### src/rtl/acc_cpu_pkg.sv
package acc_cpu_pkg;

    localparam int unsigned WORD_W = 16;
    localparam int unsigned ADDR_W = 12;
    localparam int unsigned OPC_W  = WORD_W - ADDR_W;

    typedef logic [WORD_W-1:0] word_t;
    typedef logic [ADDR_W-1:0] addr_t;
    typedef logic [OPC_W-1:0]  opc_t;

    typedef enum logic [OPC_W-1:0] {
        OP_LOAD  = 0,
        OP_STORE = 1,
        OP_ADD   = 2,
        OP_SUB   = 3,
        OP_JUMP  = 4,
        OP_JPOS  = 5,
        OP_JNZ   = 6,
        OP_HALT  = 7
    } opcode_e;

    typedef enum logic [1:0] {
        ALU_PASS_B = 2'd0,
        ALU_INC_B  = 2'd1,
        ALU_ADD    = 2'd2,
        ALU_SUB    = 2'd3
    } alu_fn_e;

    typedef enum logic {
        PH_FETCH = 1'b0,
        PH_EXEC  = 1'b1
    } phase_e;

    typedef struct packed {
        logic    addr_sel_op;
        logic    b_sel_addr;
        alu_fn_e alu_fn;
        logic    pc_ce;
        logic    ir_ce;
        logic    acc_ce;
        logic    acc_oe;
        logic    mem_req;
        logic    mem_rnw;
    } ctrl_t;

    function automatic word_t alu_eval(alu_fn_e fn, word_t a, word_t b);
        word_t y;
        case (fn)
            ALU_PASS_B: y = b;
            ALU_INC_B:  y = b + word_t'(1);
            ALU_ADD:    y = a + b;
            default:    y = a - b;
        endcase
        return y;
    endfunction

    function automatic word_t zext_addr(addr_t a);
        return {{(WORD_W-ADDR_W){1'b0}}, a};
    endfunction

endpackage

### src/rtl/acc_en_reg.sv
module acc_en_reg #(
    parameter int unsigned W = 16
) (
    input  logic         clk,
    input  logic         rst,
    input  logic         en,
    input  logic [W-1:0] d,
    output logic [W-1:0] q
);

    always_ff @(posedge clk) begin
        if (rst) begin
            q <= '0;
        end else if (en) begin
            q <= d;
        end
    end

endmodule

### src/rtl/acc_cpu_ctrl.sv
module acc_cpu_ctrl
    import acc_cpu_pkg::*;
(
    input  logic  clk,
    input  logic  rst,
    input  opc_t  opcode,
    input  logic  acc_zero,
    input  logic  acc_neg,
    output ctrl_t ctl,
    output logic  halted
);

    phase_e phase_q;
    phase_e phase_d;
    logic   is_jump;
    logic   take;

    always_comb begin
        ctl         = '0;
        ctl.mem_rnw = 1'b1;
        ctl.alu_fn  = ALU_PASS_B;
        phase_d     = phase_q;
        halted      = 1'b0;
        is_jump     = 1'b0;
        take        = 1'b0;

        if (!rst) begin
            if (phase_q == PH_FETCH) begin
                // Fetch at PC, PC <= PC + 1 through the ALU.
                ctl.b_sel_addr = 1'b1;
                ctl.alu_fn     = ALU_INC_B;
                ctl.pc_ce      = 1'b1;
                ctl.ir_ce      = 1'b1;
                ctl.mem_req    = 1'b1;
                phase_d        = PH_EXEC;
            end else begin
                case (opcode_e'(opcode))
                    OP_LOAD, OP_ADD, OP_SUB: begin
                        ctl.addr_sel_op = 1'b1;
                        ctl.acc_ce      = 1'b1;
                        ctl.mem_req     = 1'b1;
                        ctl.alu_fn      = (opcode_e'(opcode) == OP_ADD) ? ALU_ADD :
                                          (opcode_e'(opcode) == OP_SUB) ? ALU_SUB :
                                                                          ALU_PASS_B;
                        phase_d         = PH_FETCH;
                    end
                    OP_STORE: begin
                        ctl.addr_sel_op = 1'b1;
                        ctl.acc_oe      = 1'b1;
                        ctl.mem_req     = 1'b1;
                        ctl.mem_rnw     = 1'b0;
                        phase_d         = PH_FETCH;
                    end
                    OP_JUMP: begin
                        is_jump = 1'b1;
                        take    = 1'b1;
                    end
                    OP_JPOS: begin
                        is_jump = 1'b1;
                        take    = !acc_neg;
                    end
                    OP_JNZ: begin
                        is_jump = 1'b1;
                        take    = !acc_zero;
                    end
                    default: begin
                        halted = 1'b1;
                    end
                endcase

                if (is_jump) begin
                    // Fetch the successor now: from S if taken, else from PC.
                    ctl.addr_sel_op = take;
                    ctl.b_sel_addr  = 1'b1;
                    ctl.alu_fn      = ALU_INC_B;
                    ctl.pc_ce       = 1'b1;
                    ctl.ir_ce       = 1'b1;
                    ctl.mem_req     = 1'b1;
                    phase_d         = PH_EXEC;
                end
            end
        end
    end

    always_ff @(posedge clk) begin
        if (rst) begin
            phase_q <= PH_FETCH;
        end else begin
            phase_q <= phase_d;
        end
    end

endmodule

### src/rtl/acc_cpu_dpath.sv
module acc_cpu_dpath
    import acc_cpu_pkg::*;
(
    input  logic  clk,
    input  logic  rst,
    input  ctrl_t ctl,
    input  word_t mem_rdata,
    output addr_t mem_addr,
    output word_t mem_wdata,
    output opc_t  opcode,
    output logic  acc_zero,
    output logic  acc_neg
);

    addr_t pc_q;
    word_t ir_q;
    word_t acc_q;
    word_t alu_b;
    word_t alu_y;
    addr_t addr_mux;

    assign addr_mux = ctl.addr_sel_op ? ir_q[ADDR_W-1:0] : pc_q;
    assign alu_b    = ctl.b_sel_addr ? zext_addr(addr_mux) : mem_rdata;
    assign alu_y    = alu_eval(ctl.alu_fn, acc_q, alu_b);

    acc_en_reg #(.W(ADDR_W)) u_pc (
        .clk (clk),
        .rst (rst),
        .en  (ctl.pc_ce),
        .d   (alu_y[ADDR_W-1:0]),
        .q   (pc_q)
    );

    acc_en_reg #(.W(WORD_W)) u_ir (
        .clk (clk),
        .rst (rst),
        .en  (ctl.ir_ce),
        .d   (mem_rdata),
        .q   (ir_q)
    );

    acc_en_reg #(.W(WORD_W)) u_acc (
        .clk (clk),
        .rst (rst),
        .en  (ctl.acc_ce),
        .d   (alu_y),
        .q   (acc_q)
    );

    assign mem_addr  = addr_mux;
    assign mem_wdata = ctl.acc_oe ? acc_q : '0;
    assign opcode    = ir_q[WORD_W-1:ADDR_W];
    assign acc_zero  = (acc_q == '0);
    assign acc_neg   = acc_q[WORD_W-1];

endmodule

### src/rtl/acc_cpu_core.sv
module acc_cpu_core
    import acc_cpu_pkg::*;
(
    input  logic              clk,
    input  logic              rst,
    output logic [ADDR_W-1:0] mem_addr,
    output logic [WORD_W-1:0] mem_wdata,
    input  logic [WORD_W-1:0] mem_rdata,
    output logic              mem_req,
    output logic              mem_rnw,
    output logic              halted
);

    ctrl_t ctl;
    opc_t  opcode;
    logic  acc_zero;
    logic  acc_neg;

    acc_cpu_ctrl u_ctrl (
        .clk      (clk),
        .rst      (rst),
        .opcode   (opcode),
        .acc_zero (acc_zero),
        .acc_neg  (acc_neg),
        .ctl      (ctl),
        .halted   (halted)
    );

    acc_cpu_dpath u_dpath (
        .clk       (clk),
        .rst       (rst),
        .ctl       (ctl),
        .mem_rdata (mem_rdata),
        .mem_addr  (mem_addr),
        .mem_wdata (mem_wdata),
        .opcode    (opcode),
        .acc_zero  (acc_zero),
        .acc_neg   (acc_neg)
    );

    assign mem_req = ctl.mem_req;
    assign mem_rnw = ctl.mem_rnw;

endmodule

### config.mk
export PLATFORM = sky130hd
export DESIGN_NAME = acc_cpu_core
export DESIGN_NICKNAME = d
export VERILOG_FILES = /design/src/rtl/acc_cpu_pkg.sv /design/src/rtl/acc_en_reg.sv /design/src/rtl/acc_cpu_ctrl.sv /design/src/rtl/acc_cpu_dpath.sv /design/src/rtl/acc_cpu_core.sv
export SDC_FILE = /design/constraint.sdc
export NUM_CORES = 1
export LEC_CHECK = 0
export CAP_MARGIN = 40
export CELL_PAD_IN_SITES_DETAIL_PLACEMENT = 1
export CELL_PAD_IN_SITES_GLOBAL_PLACEMENT = 2
export CORE_ASPECT_RATIO = 2
export CORE_UTILIZATION = 31
export CTS_CLUSTER_DIAMETER = 150
export DETAILED_ROUTE_END_ITERATION = 8
export PLACE_DENSITY = 0.8
export SLEW_MARGIN = 0
export SYNTH_ARGS = -nofsm -noshare
export SYNTH_HDL_FRONTEND = slang
export SYNTH_HIERARCHICAL = 1
export SYNTH_SLANG_ARGS = --single-unit
### constraint.sdc
create_clock -name clk -period 4.3 [get_ports clk]
set_input_delay 0.645 -clock clk [delete_from_list [all_inputs] [get_ports clk]]
set_output_delay 0.645 -clock clk [all_outputs]
set_load 0.01 [all_outputs]
# Yosys cells after proc, flatten, opt, wreduce, memory -nomap -nowiden
# Index checks and enable logic that the tools add are counted.
[totals]
register_bits = 45
latch_bits = 0
ramBits = 0
romBits = 0
wordCells = 53
n_memories = 0
[op_classes]
addsub = 3
n_mul = 0
div_mod_pow = 0
order_cmp = 0
eq_ne = 8
n_shift = 0
mux = 29
bitwise_logic = 0
reduce_logical = 9
[ops]
columns = ["operator", "n"]
rows = [
  ["16-bit case mux with 3 select lines", 1],
  ["16-bit two-way mux", 2],
  ["1-bit two-way mux", 17],
  ["16-bit by 1-bit adder with 16-bit output (second input constant)", 1],
  ["16-bit adder", 1],
  ["16-bit logical NOT", 1],
  ["16-bit subtractor", 1],
  ["4-bit by 3-bit equality test with 1-bit output (second input constant)", 3],
  ["12-bit two-way mux", 1],
  ["10-bit two-way mux", 1],
  ["4-bit by 2-bit equality test with 1-bit output (second input constant)", 2],
  ["2-bit two-way mux", 4],
  ["7-bit OR reduction", 1],
  ["6-bit two-way mux", 1],
  ["3-bit OR reduction", 2],
  ["5-bit two-way mux", 1],
  ["4-bit by 1-bit equality test with 1-bit output (second input constant)", 1],
  ["4-bit logical NOT", 1],
  ["4-bit OR reduction", 1],
  ["1-bit case mux with 3 select lines", 1],
  ["2-bit by 1-bit equality test with 1-bit output (second input constant)", 1],
  ["2-bit equality test (second input constant)", 1],
  ["1-bit logical NOT", 2],
  ["2-bit logical NOT", 1],
]

# Depth between registers and ports, before layout
# Gate-level depths: netlist of the first run.
[logic_depth]
depth_word = 12
ltp_mapped = 23
depth_no_buf = 22

# Modules after synthesis
# Netlist of the first run, hierarchy kept.
[modules_own_cells]
columns = ["mod", "n_inst", "cells_per_inst", "area_per_inst_um2", "seq_area_each_um2"]
rows = [
  ["acc_cpu_dpath", 1, 300, 2207.1, 0.0],
  ["acc_en_reg at u_dpath.u_acc ...", 2, 52, 580.6, 320.3],
  ["acc_en_reg at u_dpath.u_pc", 1, 38, 420.4, 240.2],
  ["acc_cpu_ctrl", 1, 26, 158.9, 20.0],
]

# Worst setup path before layout of the first run
# Ideal clock, no wire load.
[synth_path]
path_kind = "input to register"
start = "input rst"
end = "register u_dpath.u_acc.q[13]"
t_arrival_ns = 4.649
t_required_ns = 4.178
path_slack_ns = -0.471
path_stages = 18
path_buffers = 1
cell_sequence = "or3b_4 -> a21oi_1 -> buf_6 -> mux2_4 -> mux2i_1 -> ha_1 -> nand2_1 -> o21ai_0 -> ha_1 -> a211oi_1 -> nor3_1 -> o41ai_2 -> nand2_1 -> a221oi_1 -> xnor2_1 -> a221o_1 -> mux2i_1 -> nor2_1"
[synth_rtl]
columns = ["item", "line_no", "text"]
rows = [
  ["start: declaration", "acc_cpu_core.sv:5", "input logic rst,"],
  ["end signal: assignment", "acc_en_reg.sv:13", "q <= '0;"],
  ["end signal: assignment", "acc_en_reg.sv:15", "q <= d;"],
  ["end: declaration", "acc_en_reg.sv:8", "output logic [W-1:0] q"],
]

==> results of run 1 <==
[flip-flops by register name (all words and copies together) (netlist names)]
name,count
u_dpath/u_acc/q,16
u_dpath/u_ir/q,16
u_dpath/u_pc/q,12
u_ctrl/phase_q,1
[report_power, final]
part | total (mW) | switching [mW] | internal, mW
registers | 0.463 | 0.0188 | 0.444
logic | 0.807 | 0.393 | 0.415
clock network | 0.520 | 0.184 | 0.336
total | 1.79 | 0.596 | 1.19
[through the flow]
| stage | std cells | TNS (ps) | worst slack (ps) | power [mW] | hold WS, ps |
|---|---|---|---|---|---|
| 2_1_floorplan | 468 | -247.4 | -132.1 | 0.8456 | 454.4 |
| 4_1_cts | 774 | -2888 | -527.0 | 1.714 | 495.9 |
| 3_5_place_dp | 759 | -8436 | -683.1 | 1.140 | 479.5 |
| 6_report | 786 | -3163 | -407.5 | 1.790 | 492.9 |
| 5_1_grt | 786 | -5195 | -622.2 | 1.874 | 529.4 |
| 3_3_place_gp | 759 | -6254 | -547.7 | 1.111 | 472.7 |
[area by class of cell]
cell class / instances / area (um2)
flip-flops and latches: 45 / 903.4
clock buffers: 5 / 125.1
fillers: 1481 / 6331
multi-input cells: 388 / 3256
repair buffers: 186 / 1577
clock inverters: 3 / 68.82
inverters: 9 / 33.78
well taps: 150 / 187.7
[how the worst min path moves through the flow]
stage	start	endpoint	slack (ps)	cells past startpoint
final	u_dpath/u_ir/q[8]	u_dpath/u_ir/q[8]	490	2
after global routing	u_dpath/u_ir/q[8]	u_dpath/u_ir/q[8]	530	2
after CTS	u_dpath/u_ir/q[8]	u_dpath/u_ir/q[8]	500	2
after detailed placement	u_dpath/u_ir/q[8]	u_dpath/u_ir/q[8]	480	2
after global placement	u_dpath/u_pc/q[6]	u_dpath/u_pc/q[6]	470	2
after floorplan	u_dpath/u_ir/q[3]	u_dpath/u_ir/q[3]	450	2
[timing repair]
action	4_1_cts	5_1_grt
pin swaps	17	38
setup buffers	7	14
resized for setup	40	53
endpoints found under the setup margin	16	18
[cell usage after synthesis (4+ instances only)]
master    number  share of area [%]
xnor2_1       27                6.0
nand2_1       35                3.3
a31oi_1        4               0.63
mux2_4         7                2.7
mux2_2        11                3.1
nor4_1        10                1.6
o21ai_0       29                3.7
a21oi_1       21                2.7
dfxtp_1       45                 23
nor2b_1        6               0.95
buf_4          4               0.76
mux2i_4        4                2.3
nor2_1        63                6.0
and2_1        21                3.3
nand3_1        4               0.51
buf_6          4                1.1
xor2_1         8                1.8
nor3_1        12                1.5
mux2i_1       50                 13
inv_1          9               0.86
nand2b_1       4               0.63
or3_1          5               0.79
a21o_1         7                1.3
clkbuf_1      12                1.1
ha_1          21                6.7
[logic make-up after synthesis]
logic type / count (synthesis) / share of synthesized area [%]
XOR/XNOR: 35 / 7.766
flip-flops: 45 / 22.82
AO/OA/AOI/OAI: 81 / 12.87
AND/OR/NAND/NOR: 175 / 22.22
multiplexers: 75 / 21.81
adder cells (fa/ha/maj): 22 / 7.163
buffers and inverters: 35 / 5.357
[per-layer routing]
metal | up-vias | global-route usage [%] | share of wire (%)
met5 | - | 0 | 0
met4 | 0 | 9.569 | 3.1
met3 | 29 | 1.921 | 1.4
met2 | 63 | 42.64 | 59
met1 | 2005 | 22.71 | 37
li1 | 1984 | - | -
[critical path: cells and delay by family (launching register included)]
family	cells	cell delay (ps)
flip-flops	1	340
XOR/XNOR	2	350
AND/OR/NAND/NOR	7	1060
multiplexers	3	680
adder cells (fa/ha/maj)	2	480
AO/OA/AOI/OAI	7	790
buffers and inverters	6	880
==> key figures, run 1 <==
Status
  • Status: finished with violations
  • Failing checks: negative setup slack

Critical path
  • Beginning of the critical path: u_dpath/u_acc/q[1]
  • R2R depth: 27
  • Critical Path RT: 4460 ps
  • R2R Path End: u_dpath/u_acc/q[11]
  • Slowest Stage Delay on Critical Path: 340 ps
  • FF-to-FF setup slack: -410 ps
  • Crit start category: flop
  • Reg-to-Reg Start: u_dpath/u_acc/q[1]
  • Crit path to: u_dpath/u_acc/q[11]
  • CP arrival: 4870 ps
  • Most frequent CP cell: buf_4
  • CP endpoint kind: flop
  • Crit-path max FO: 7
  • Slowest cell on crit path: dfxtp_2
  • Crit Path Category: flop to flop

Floorplanning
  • Die Area: 13220 um2
  • # IOs: 49
  • Starting density of the core: 31.63%
  • Die Ht: 161.6 um
  • Placeable Area: 12480 um2
  • FP Rows: 58
  • Die Width: 81.80 um

Cells and area
  • Final core occ: 49.28%
  • Area delta synth->final: 55.82%
  • Nets@finish: 675
  • Most frequent cells in the layout: buf_4 (130), nor2_1 (61), mux2i_1 (49), clkdlybuf4s50_1 (47), dfxtp_1 (43)
  • Share of cells above drive strength 1: 38.68%
  • Most common cell after layout, fill and taps aside: buf_4
  • ANT cells: 0
  • Final Cell Area: 6151 um2

Clock tree
  • Post-CTS Hold Fix Bufs: 0
  • CTS tree: yes
  • Worst-Skew Late Latency: 300 ps
  • H-tree levels: 2
  • Num Clock Sinks: 45
  • Clock buffer count from CTS: 5
  • CTS Root Cell: clkbuf_16
  • Worst-path clk slew: 70 ps
  • Clk buf depth: 2

Logic synthesis
  • Mapped Cells: 468
  • Synth Flop Type: dfxtp_1
  • Yosys cell types: 56
  • Syn nets: 508
  • Post-synth EDFFs: 0
  • Register area share after synthesis: 22.82%
  • Async S/R FF share, synth: 0%
  • Mapped cell area: 3948 um2
  • Yosys reg bits: 45
  • Syn_area_per_cell: 8.435 um2
  • Synth warn: 6

Placement
  • DP Wirelength: 11100 um
  • Gpl congestion: 0.9406
  • Port Buf Inserts: 48
  • DP Area: 5435 um2

Timing
  • Period minus WS final: 4708 ps
  • Tightest Pin Transition: 662.9 ps
  • Relative slew margins: 55.40%
  • Final Slew Violations: 0
  • Final setup viols: 10
  • Clock Skew: 7.204 ps
  • Max Fclk: 212.4 MHz
  • Final WS setup: -407.5 ps
  • RSZ-0062 raised after global routing: true
  • Count of final hold-check violations: 0
  • Final worst-path cycle share: 109.5%

Routing
  • Detail Route Antenna Nets: 0
  • Drt first pass iters: 6
  • Iteration-0 DRC Markers: 155
  • Vias: 4081
  • Routed vias/inst: 5.192
  • WL final: 14630 um
  • DRC errors left: 0
  • WL per Instance: 18.61 um

Global routing
  • Largest net degree at the start of global routing: 50
  • Total Routing Usage GR: 22.06%
  • Antenna violations before repair: 0
  • Global-route wire length before repair: 22050 um
  • Remaining global-route overflow: 0
  • Vias in the first global route: 4348

Pwr
  • Max IR drop VDD: 0.2215 mV
  • Power per cell area: 291.0 nW/um2
  • Leakage: 2.606 nW

Hold path
  • HP Class: flop to flop

Flow run
  • # Max-Cap Violations: 0
Note: power is estimated with default switching activity, not from simulation.
==> inputs of run 2 (changes only) <==
- clock period: 4.3 -> 4.2 ns (I/O delays scaled with it)
==> run 2 against run 1 <==
  * The run still ends with negative setup slack left
  * Largest power group unchanged
  * Largest cell class unchanged
  * Wire length up 8.1%
  * Critical path depth up 2
  * Hold slack better by 7.6 ps
  * Flip-flop and latch count unchanged
  * Combinational power up 8.1%
  * Sequential power up 2%
  * Clock power down 10%
  * Die area unchanged
==> key figures, run 2 (same netlist as run 1, synthesis figures left out) <==
Status
  • Status: finished with violations
  • Failing checks: negative setup slack

Critical path
  • Family with the most delay on the worst path: buffers and inverters
  • CP endpoint kind: flop
  • Slowest cell on crit path: dfxtp_2
  • Most frequent CP cell: buf_4
  • Critical Path RT: 4360 ps
  • Number of buffer and inverter stages on the critical path: 15
  • CP arrival: 4920 ps
  • Crit Path Category: flop to flop
  • Crit-path max FO: 7
  • Crit start category: flop
  • FF-to-FF setup slack: -560 ps
  • Slowest Stage Delay on Critical Path: 340 ps

Timing
  • Count of final hold-check violations: 0
  • Max Fclk: 210.3 MHz
  • RSZ-0062 raised after global routing: true
  • Final WS setup: -556.1 ps
  • Total Neg Setup Slack: -3270 ps
  • Final setup viols: 13
  • Clock Skew: 6.877 ps
  • Relative slew margins: 52.38%
  • Final worst-path cycle share: 113.2%
  • Tightest Pin Transition: 707.7 ps
  • Final Slew Violations: 0
  • Period minus WS final: 4756 ps

Pwr
  • Sw power: 0.6236 mW
  • Switching Fraction: 34.39%
  • Leakage: 2.684 nW
  • Max IR drop VDD: 0.3263 mV
  • Clk pwr share: 25.8%
  • Cell internal pwr: 1.190 mW
  • Power per cell area: 288.0 nW/um2
  • Logic pwr share: 48.1%
  • Sequential power share: 26.2%

Placement
  • Port Buf Inserts: 48
  • DP Wirelength: 11150 um
  • Gpl congestion: 0.9460
  • Inst Count DP: 759
  • DP Area: 5435 um2

Clock tree
  • Post-CTS Hold Fix Bufs: 0
  • Worst-path clk slew: 70 ps
  • Clk buf depth: 2
  • Worst-Skew Late Latency: 300 ps
  • CTS tree: yes
  • H-tree levels: 2
  • CTS Root Cell: clkbuf_16
  • Num Clock Sinks: 45
  • Clock buffer count from CTS: 5

Global routing
  • Vias in the first global route: 4520
  • Global-route wire length before repair: 22960 um
  • Total Routing Usage GR: 23.09%
  • Largest net degree at the start of global routing: 50
  • Remaining global-route overflow: 0
  • Antenna violations before repair: 0

Flow run
  • # Max-Cap Violations: 0

Routing
  • Iteration-0 DRC Markers: 192
  • Routed vias/inst: 5.274
  • Drt first pass iters: 4
  • WL final: 15820 um
  • DRC errors left: 0
  • Detail Route Antenna Nets: 0
  • Vias: 4230
  • WL per Instance: 19.72 um

Floorplanning
  • FP Rows: 58
  • Die Width: 81.80 um
  • Die Area: 13220 um2
  • # IOs: 49
  • Placeable Area: 12480 um2
  • Starting density of the core: 31.63%
  • Die Ht: 161.6 um

Cells and area
  • Final Cell Area: 6297 um2
  • Area delta synth->final: 59.52%
  • Most common cell after layout, fill and taps aside: buf_4
  • Filler cells: 1475
  • Fin cells: 802
  • Reg area: 905.9 um2
  • Area of the multi-input gates: 3274 um2
  • Nets@finish: 691
  • ANT cells: 0
  • Share of cells above drive strength 1: 41.72%
  • Final core occ: 50.45%
  • Most frequent cells in the layout: buf_4 (138), nor2_1 (60), mux2i_1 (49), clkdlybuf4s50_1 (47), dfxtp_1 (41)
  • Largest regs: u_dpath/u_acc/q x16, u_dpath/u_ir/q x16, u_dpath/u_pc/q x12

Hold path
  • HP Class: flop to flop
[run 2: cell count changes in the layout (fill, tap and decap cells not counted), moves of 3 or more]
cell	delta
a21oi_1	-3
a21oi_2	+3
buf_4	+8
buf_6	+8
o21ai_2	+3
[run 2: worst register-to-register path: cells and delay by family, from the launching register on]
kind                   cells  cell delay, ps
DFF                        1             340
buffers and inverters     15            2010
muxes                      3             650
and+or+nand+nor            7            1150
AOI/OAI and AO/OA          4             460
[run 2: timing repair]
| item | CTS | global route |
|---|---|---|
| resized for setup | 73 | 40 |
| setup buffers | 26 | 10 |
| cloned | 0 | 0 |
| setup endpoints to repair | 20 | 18 |
| pin swaps | 26 | 31 |
[run 2: path summary, 6_finish.rpt]
path | startpoint | to | cells past startpoint
setup / recovery | u_dpath/u_acc/q[4] | u_dpath/u_acc/q[15] | 29
hold / removal | u_dpath/u_ir/q[3] | u_dpath/u_ir/q[3] | 2
setup reg to reg | u_dpath/u_acc/q[4] | u_dpath/u_acc/q[15] | 29
hold reg to reg | u_dpath/u_ir/q[3] | u_dpath/u_ir/q[3] | 2
[run 2: metal layers]
layer	track usage (%)	up-vias	wire, um
met4	11.24	0	657
met1	23.58	2066	5564
li1	-	2016	-
met2	44.14	106	9209
met5	0	-	0
met3	2.147	42	387
[run 2: cell type report]
type	instances	area share [%]
Tap cell	150	2.980
Timing Repair Buffer	202	27.42
Multi-Input combinational cell	388	52.00
Clock inverter	3	0.6954
Inverter	9	0.5365
Sequential cell	45	14.39
Clock buffer	5	1.987
[run 2: metrics by stage]
stage	hold slack (ps)	setup slack [ps]	power [mW]
after CTS	498.5	-489.0	1.743
final	500.4	-556.1	1.814
after global routing	545.5	-776.7	1.897
after global placement	472.4	-635.8	1.138
after floorplan	454.4	-217.1	0.8658
after detailed placement	480.1	-776.0	1.166
[run 2: power groups by stage]
stage / sequential, mW / clock, mW / combinational, mW
global placement: 0.478 / 0 / 0.660
global route: 0.477 / 0.499 / 0.922
finish: 0.474 / 0.467 / 0.872
CTS: 0.473 / 0.478 / 0.792
floorplan: 0.480 / 0 / 0.386
detailed placement: 0.481 / 0 / 0.685
